**config.mk**
```make
export PLATFORM = sky130hd
export DESIGN_NAME = irq_regbank
export DESIGN_NICKNAME = d
export VERILOG_FILES = /design/src/rtl/irq_regbank_pkg.sv /design/src/rtl/irq_regbank_decode.sv /design/src/rtl/irq_regbank_irqgrp.sv /design/src/rtl/irq_regbank_store.sv /design/src/rtl/irq_regbank.sv
export SDC_FILE = /design/constraint.sdc
export NUM_CORES = 1
export LEC_CHECK = 0
export ABC_CLOCK_PERIOD_IN_PS = 6900
export BUFFER_PORTS_ARGS = -buffer_cell sky130_fd_sc_hd__buf_2
export CAP_MARGIN = 5
export CORE_MARGIN = 2
export CORE_UTILIZATION = 40
export CTS_BUF_LIST = sky130_fd_sc_hd__clkbuf_4 sky130_fd_sc_hd__clkbuf_8
export DETAILED_ROUTE_END_ITERATION = 10
export GPL_ROUTABILITY_DRIVEN = 1
export PLACE_DENSITY = 0.59
export SYNTH_ARGS = -nofsm -noshare
export SYNTH_HDL_FRONTEND = slang
export SYNTH_SLANG_ARGS = --single-unit
```
**constraint.sdc**
```tcl
create_clock -name clk -period 6.9 [get_ports clk]
set_clock_uncertainty 0.15 [all_clocks]
set_input_delay 1.38 -clock clk [delete_from_list [all_inputs] [get_ports clk]]
set_output_delay 1.38 -clock clk [all_outputs]
set_load 0.03 [all_outputs]
```
**src/rtl/irq_regbank_pkg.sv**
```systemverilog
// Shared types for the masked interrupt register bank.
// Assumes: nothing beyond IEEE 1800-2017 synthesizable subset.
package irq_regbank_pkg;

    // Which part of the bank an address selects.
    typedef enum logic [2:0] {
        SEL_RAW   = 3'd0,
        SEL_CLR   = 3'd1,
        SEL_MSK   = 3'd2,
        SEL_STS   = 3'd3,
        SEL_PLAIN = 3'd4,
        SEL_NONE  = 3'd5
    } bank_sel_e;

endpackage

```
**src/rtl/irq_regbank_decode.sv**
```systemverilog
// Address decoder: classifies a word address into one of the interrupt
// group registers, plain storage, or out-of-range, and gives the word index.
// Assumes: all four group addresses are distinct and below NUM_REGS.
module irq_regbank_decode
    import irq_regbank_pkg::*;
#(
    parameter int ADDR_W   = 6,
    parameter int NUM_REGS = 16,
    parameter int A_RAW    = 8,
    parameter int A_CLR    = 9,
    parameter int A_MSK    = 10,
    parameter int A_STS    = 11,
    parameter int IDX_W    = (NUM_REGS > 1) ? $clog2(NUM_REGS) : 1
) (
    input  logic [ADDR_W-1:0] addr,
    output bank_sel_e         sel,
    output logic [IDX_W-1:0]  idx
);

    localparam logic [ADDR_W:0]   LIMIT    = (ADDR_W+1)'(NUM_REGS);
    localparam logic [ADDR_W-1:0] ADDR_RAW = ADDR_W'(A_RAW);
    localparam logic [ADDR_W-1:0] ADDR_CLR = ADDR_W'(A_CLR);
    localparam logic [ADDR_W-1:0] ADDR_MSK = ADDR_W'(A_MSK);
    localparam logic [ADDR_W-1:0] ADDR_STS = ADDR_W'(A_STS);

    logic in_range;

    // Range check against the configured register count.
    always_comb in_range = ({1'b0, addr} < LIMIT);

    // Low address bits index the storage array.
    always_comb idx = addr[IDX_W-1:0];

    // Classify the address; group addresses win over plain storage.
    always_comb begin
        if (!in_range)              sel = SEL_NONE;
        else if (addr == ADDR_RAW)  sel = SEL_RAW;
        else if (addr == ADDR_CLR)  sel = SEL_CLR;
        else if (addr == ADDR_MSK)  sel = SEL_MSK;
        else if (addr == ADDR_STS)  sel = SEL_STS;
        else                        sel = SEL_PLAIN;
    end

endmodule

```
**src/rtl/irq_regbank_irqgrp.sv**
```systemverilog
// Interrupt group: raw pending register with set/clear semantics, mask
// register, and the level interrupt derived from both registered values.
// Assumes: set, clear and mask write strobes are mutually exclusive (one bus
// write per cycle); events may coincide with any of them and win over clear.
module irq_regbank_irqgrp #(
    parameter int DATA_W = 32,
    parameter int EVT_W  = 32
) (
    input  logic              clk,
    input  logic              rst_n,
    input  logic              set_wr,
    input  logic              clr_wr,
    input  logic              msk_wr,
    input  logic [DATA_W-1:0] wdata,
    input  logic [EVT_W-1:0]  evt,
    output logic [DATA_W-1:0] raw_q,
    output logic [DATA_W-1:0] mask_q,
    output logic              irq
);

    logic [DATA_W-1:0] evt_ext;
    logic [DATA_W-1:0] set_bits;
    logic [DATA_W-1:0] clr_bits;
    logic [DATA_W-1:0] raw_d;

    // Widen the event vector to the register width.
    always_comb evt_ext = DATA_W'(evt);

    // Gather the bits to set and to clear this cycle.
    always_comb begin
        set_bits = evt_ext | (set_wr ? wdata : '0);
        clr_bits = clr_wr ? wdata : '0;
    end

    // Next raw value: clear first, then set so that a set wins.
    always_comb raw_d = (raw_q & ~clr_bits) | set_bits;

    // Raw pending register.
    always_ff @(posedge clk) begin
        if (!rst_n) raw_q <= '0;
        else        raw_q <= raw_d;
    end

    // Mask register.
    always_ff @(posedge clk) begin
        if (!rst_n)      mask_q <= '0;
        else if (msk_wr) mask_q <= wdata;
    end

    // Level interrupt from the two registered values.
    always_comb irq = |(raw_q & mask_q);

endmodule

```
**src/rtl/irq_regbank_store.sv**
```systemverilog
// Plain storage words of the bank, one register per word address.
// Assumes: the caller only raises we for plain-storage addresses and
// ignores rdata for any other address.
module irq_regbank_store #(
    parameter int DATA_W   = 32,
    parameter int NUM_REGS = 16,
    parameter int IDX_W    = (NUM_REGS > 1) ? $clog2(NUM_REGS) : 1
) (
    input  logic              clk,
    input  logic              rst_n,
    input  logic              we,
    input  logic [IDX_W-1:0]  widx,
    input  logic [DATA_W-1:0] wdata,
    input  logic [IDX_W-1:0]  ridx,
    output logic [DATA_W-1:0] rdata
);

    logic [DATA_W-1:0] word_q [NUM_REGS];

    for (genvar g = 0; g < NUM_REGS; g++) begin : g_word
        // One storage word, written when its index is selected.
        always_ff @(posedge clk) begin
            if (!rst_n)                          word_q[g] <= '0;
            else if (we && widx == IDX_W'(g))    word_q[g] <= wdata;
        end
    end

    // Read mux; out-of-array indices return zero.
    always_comb begin
        rdata = '0;
        for (int i = 0; i < NUM_REGS; i++)
            if (ridx == IDX_W'(i)) rdata = word_q[i];
    end

endmodule

```
**src/rtl/irq_regbank.sv**
```systemverilog
// Top of the masked interrupt register bank: decodes the register bus,
// steers writes to the interrupt group or storage, and registers read data.
// Assumes: one bus address per cycle shared by read and write; a read in the
// same cycle as a write returns the pre-write value.
module irq_regbank
    import irq_regbank_pkg::*;
#(
    parameter int DATA_W   = 32,
    parameter int ADDR_W   = 6,
    parameter int NUM_REGS = 16,
    parameter int EVT_W    = 32,
    parameter int A_RAW    = 8,
    parameter int A_CLR    = 9,
    parameter int A_MSK    = 10,
    parameter int A_STS    = 11
) (
    input  logic              clk,
    input  logic              rst_n,
    input  logic [ADDR_W-1:0] addr,
    input  logic              wr_en,
    input  logic [DATA_W-1:0] wr_data,
    input  logic              rd_en,
    output logic [DATA_W-1:0] rd_data,
    input  logic [EVT_W-1:0]  evt,
    output logic              irq
);

    localparam int IDX_W = (NUM_REGS > 1) ? $clog2(NUM_REGS) : 1;

    bank_sel_e         sel;
    logic [IDX_W-1:0]  idx;
    logic [DATA_W-1:0] raw_q;
    logic [DATA_W-1:0] mask_q;
    logic [DATA_W-1:0] store_rdata;
    logic [DATA_W-1:0] rd_mux;
    logic              set_wr, clr_wr, msk_wr, sto_wr;

    irq_regbank_decode #(
        .ADDR_W(ADDR_W), .NUM_REGS(NUM_REGS),
        .A_RAW(A_RAW), .A_CLR(A_CLR), .A_MSK(A_MSK), .A_STS(A_STS),
        .IDX_W(IDX_W)
    ) u_decode (
        .addr (addr),
        .sel  (sel),
        .idx  (idx)
    );

    // Write strobes per target; status and out-of-range get none.
    always_comb begin
        set_wr = wr_en && (sel == SEL_RAW);
        clr_wr = wr_en && (sel == SEL_CLR);
        msk_wr = wr_en && (sel == SEL_MSK);
        sto_wr = wr_en && (sel == SEL_PLAIN);
    end

    irq_regbank_irqgrp #(
        .DATA_W(DATA_W), .EVT_W(EVT_W)
    ) u_irqgrp (
        .clk    (clk),
        .rst_n  (rst_n),
        .set_wr (set_wr),
        .clr_wr (clr_wr),
        .msk_wr (msk_wr),
        .wdata  (wr_data),
        .evt    (evt),
        .raw_q  (raw_q),
        .mask_q (mask_q),
        .irq    (irq)
    );

    irq_regbank_store #(
        .DATA_W(DATA_W), .NUM_REGS(NUM_REGS), .IDX_W(IDX_W)
    ) u_store (
        .clk   (clk),
        .rst_n (rst_n),
        .we    (sto_wr),
        .widx  (idx),
        .wdata (wr_data),
        .ridx  (idx),
        .rdata (store_rdata)
    );

    // Select the read value from the current (pre-edge) register state.
    always_comb begin
        unique case (sel)
            SEL_RAW:   rd_mux = raw_q;
            SEL_CLR:   rd_mux = '0;
            SEL_MSK:   rd_mux = mask_q;
            SEL_STS:   rd_mux = raw_q & mask_q;
            SEL_PLAIN: rd_mux = store_rdata;
            default:   rd_mux = '0;
        endcase
    end

    // Registered read data, held while no read is requested.
    always_ff @(posedge clk) begin
        if (!rst_n)     rd_data <= '0;
        else if (rd_en) rd_data <= rd_mux;
    end

endmodule

```
==> flow_results.xml <==
<?xml version="1.0" encoding="UTF-8"?>
<metrics>
  <group name="run_status">
    <metric name="status" unit="">finished, final reports clean</metric>
  </group>
  <group name="drt">
    <metric name="detailedRoute.firstIterationViolations" unit="">2117</metric>
    <metric name="detail_route.wl_per_cell" unit="um">26.8</metric>
    <metric name="viasPerCell" unit="">5.77</metric>
    <metric name="ant_nets" unit="">0</metric>
    <metric name="total_length_of_routed_wires" unit="mm">89.5</metric>
    <metric name="dr_total_vias" unit="">19300</metric>
    <metric name="first_pass_iters" unit="">6</metric>
    <metric name="drc" unit="">0</metric>
  </group>
  <group name="floorplan">
    <metric name="die-area" unit="um2">70200</metric>
    <metric name="fp-row-count" unit="">95</metric>
    <metric name="io_pins" unit="">107</metric>
    <metric name="core_area" unit="um2">67300</metric>
    <metric name="starting_density" unit="%">40.5</metric>
    <metric name="dieHeight" unit="um">265</metric>
    <metric name="die_w" unit="um">265</metric>
  </group>
  <group name="synth">
    <metric name="yosys_most_used_dff" unit="">sky130_fd_sc_hd__edfxtp_1</metric>
    <metric name="syn_inst" unit="">2191</metric>
    <metric name="ys_seq_area_share" unit="%">62.8</metric>
    <metric name="synth-warning-count" unit="">0</metric>
    <metric name="syn-mean-instance-area" unit="um2">12.4</metric>
    <metric name="synth.lib_cells_used.distinct" unit="">78</metric>
    <metric name="syn_area" unit="um2">27200</metric>
    <metric name="synth-edff-count" unit="">505</metric>
    <metric name="synth_seq_cells" unit="">601</metric>
    <metric name="synth-async-reset-ratio" unit="%">0</metric>
  </group>
  <group name="global_routing">
    <metric name="grt_overflow_total" unit="">0</metric>
    <metric name="global_route_wire_length_before_repair" unit="mm">130</metric>
    <metric name="first_global_vias" unit="">19100</metric>
    <metric name="grt_start_max_net_pins" unit="">73</metric>
    <metric name="grt_antenna_before_repair" unit="">4</metric>
    <metric name="global_route.usage.total" unit="%">25.3</metric>
  </group>
  <group name="finish">
    <metric name="finish.utilization" unit="%">46.0</metric>
    <metric name="layout-drive-gt1-share" unit="%">16.5</metric>
    <metric name="final_design_area_no_fill" unit="um2">31000</metric>
    <metric name="design.final.nets" unit="">2461</metric>
    <metric name="syn2layout_area_growth" unit="%">13.8</metric>
    <metric name="fillCellCount" unit="">6170</metric>
    <metric name="layout.cells.non_filler" unit="">3347</metric>
    <metric name="multi_input_comb_area" unit="um2">9860</metric>
    <metric name="ff_latch_area" unit="um2">17100</metric>
  </group>
  <group name="sta">
    <metric name="final.period_utilization" unit="%">66.3</metric>
    <metric name="setup_viol_count_final" unit="">0</metric>
    <metric name="fmax" unit="MHz">219</metric>
    <metric name="final-hold-violation-count" unit="">0</metric>
    <metric name="timing_worst_slew_pin_value" unit="ns">1.24</metric>
    <metric name="rsz0062_at_grt" unit="">no</metric>
    <metric name="finalMaxSlewViolations" unit="">0</metric>
    <metric name="fin_tns_setup" unit="ns">0</metric>
    <metric name="timing.final.crit_period" unit="ns">4.57</metric>
    <metric name="worst_hold_slack" unit="ns">0.344</metric>
    <metric name="setup_ws" unit="ns">2.33</metric>
    <metric name="worst_slew_margin_rel" unit="%">16.8</metric>
  </group>
  <group name="place">
    <metric name="post_dp_cell_area" unit="um2">29100</metric>
    <metric name="setup_ws_pre_cts" unit="ns">1.67</metric>
    <metric name="dp.cells" unit="">3156</metric>
    <metric name="dp_hpwl" unit="mm">58.0</metric>
    <metric name="place_congestion" unit="">0.886</metric>
    <metric name="numPortBuffers" unit="">106</metric>
  </group>
  <group name="clock_tree">
    <metric name="numCtsBuffers" unit="">102</metric>
    <metric name="post_cts.repair.setup_buffers" unit="">0</metric>
    <metric name="clk_pin_slew_worst_paths" unit="ns">0.06</metric>
    <metric name="cts_resized" unit="">0</metric>
    <metric name="max-clock-path-buffers" unit="">3</metric>
    <metric name="clock_root_buffer_master" unit="">sky130_fd_sc_hd__clkbuf_8</metric>
    <metric name="clock_latency" unit="ns">0.74</metric>
    <metric name="total_of_hold_buffers_inserted_after_clock_tree_synthesis" unit="">0</metric>
    <metric name="htree_num_levels" unit="">3</metric>
    <metric name="cts_tree" unit="">done</metric>
    <metric name="numClockSinks" unit="">601</metric>
  </group>
  <group name="worst_setup_path">
    <metric name="critical_path_class" unit="">primary input to flop</metric>
    <metric name="critical_path_required" unit="ns">7.15</metric>
    <metric name="critPathArrivalTime" unit="ns">4.82</metric>
    <metric name="r2r_slack" unit="ns">4.72</metric>
    <metric name="startpoint_type" unit="">primary input</metric>
    <metric name="end_kind" unit="">flop</metric>
    <metric name="crit_fanout" unit="">51</metric>
  </group>
  <group name="min_path">
    <metric name="hold_path_class" unit="">flop to flop</metric>
  </group>
  <group name="power">
    <metric name="fin_total_pwr" unit="mW">7.92</metric>
    <metric name="irDropWorstVdd" unit="mV">0.137</metric>
    <metric name="power.static_leakage" unit="nW">11.2</metric>
    <metric name="power_density" unit="nW/um2">256</metric>
  </group>
  <group name="run">
    <metric name="maxCapViolCount" unit="">0</metric>
  </group>
</metrics>
Yosys cell counts (18+ instances only):
library cell | n | share of area [%]
sky130_fd_sc_hd__edfxtp_1 | 505 | 56
sky130_fd_sc_hd__and2_1 | 386 | 8.9
sky130_fd_sc_hd__nor2_1 | 131 | 1.8
sky130_fd_sc_hd__clkbuf_1 | 107 | 1.5
sky130_fd_sc_hd__nand2_1 | 107 | 1.5
sky130_fd_sc_hd__a21oi_1 | 101 | 1.9
sky130_fd_sc_hd__dfxtp_1 | 96 | 7.1
sky130_fd_sc_hd__o21ai_0 | 91 | 1.7
sky130_fd_sc_hd__mux2i_1 | 80 | 2.9
sky130_fd_sc_hd__a221oi_1 | 75 | 2.4
sky130_fd_sc_hd__buf_2 | 47 | 0.86
sky130_fd_sc_hd__a22oi_1 | 43 | 1.2
sky130_fd_sc_hd__o211ai_1 | 36 | 0.99
sky130_fd_sc_hd__o22ai_1 | 27 | 0.62
sky130_fd_sc_hd__nor2b_1 | 24 | 0.55
sky130_fd_sc_hd__a22o_1 | 23 | 0.74
sky130_fd_sc_hd__mux2_2 | 23 | 0.95
sky130_fd_sc_hd__o221ai_1 | 20 | 0.64
sky130_fd_sc_hd__a31oi_1 | 18 | 0.41
registers in the layout (all words and copies together) (netlist names):
| name | count |
|---|---|
| u_store.word_q | 505 |
| rd_data | 32 |
| u_irqgrp.mask_q | 32 |
| u_irqgrp.raw_q | 32 |
worst paths after layout:
kind,from,endpoint,depth (start not counted)
max reg2reg,u_store.word_q[0][162]$_SDFFCE_PN0P_,rd_data[2]$_SDFFE_PN0P_,5
max,addr[2],u_store.word_q[0][189]$_SDFFCE_PN0P_,5
min reg2reg,rd_data[5]$_SDFFE_PN0P_,rd_data[5]$_SDFFE_PN0P_,1
min,rd_data[5]$_SDFFE_PN0P_,rd_data[5]$_SDFFE_PN0P_,1
cells in the final DEF, fill, tap and decap left out, drive strengths merged, types with 4 or more instances in the layout:
cell    instances
a22oi          43
o311a           5
a22o           23
nor3           13
buf           162
a221o          11
a221oi         79
clkinv         50
nor2b          25
nand4           4
nor2          143
nand2b         14
mux4           13
a211oi          8
mux2           32
o21a            4
mux2i          80
nand3          10
edfxtp        505
nand2         110
a32oi           8
a311oi          7
clkbuf        134
o22ai          27
and2          387
o211ai         36
conb          121
o21ai         106
or2             5
a31oi          18
a21oi         102
and3            5
o31ai           5
nand3b         13
inv            15
o221ai         20
dfxtp          96
and2b           4
report_power, final:
group	switching, mW	internal (mW)	total, mW
registers	0.0809	4.13	4.21
clock network	1.50	1.57	3.06
logic	0.463	0.183	0.646
per-layer routing:
layer  wire (um)  global-route usage (%)  vias to the layer above
met2       42100                    40.5                      952
met4        3370                    9.85                        0
met5           0                       0                        -
met1       36400                    34.4                     9686
li1            -                       -                     8476
met3        7660                    4.51                      188
critical path, cell delays in order:
cell	delay (ns)
sky130_fd_sc_hd__buf_4	0.50
sky130_fd_sc_hd__nand2b_2	0.77
sky130_fd_sc_hd__nand3_1	0.78
sky130_fd_sc_hd__o21ai_4	0.95
sky130_fd_sc_hd__buf_4	0.38
kinds of logic after synthesis:
kind of cell	share of synthesized area [%]
AO/OA/AOI/OAI	13.3
multiplexers	5.40
AND/OR/NAND/NOR	15.1
flip-flops	62.8
other	0.0138
buffers and inverters	3.47
area by class of cell:
class | count | area share, %
Tap cell | 873 | 3.53
Antenna cell | 1 | 0.00808
Multi-Input combinational cell | 1510 | 31.8
Inverter | 10 | 0.129
Timing Repair Buffer | 162 | 3.15
Clock buffer | 134 | 5.35
Sequential cell | 601 | 55.2
Clock inverter | 56 | 0.820
(Power assumes the default switching activity.)
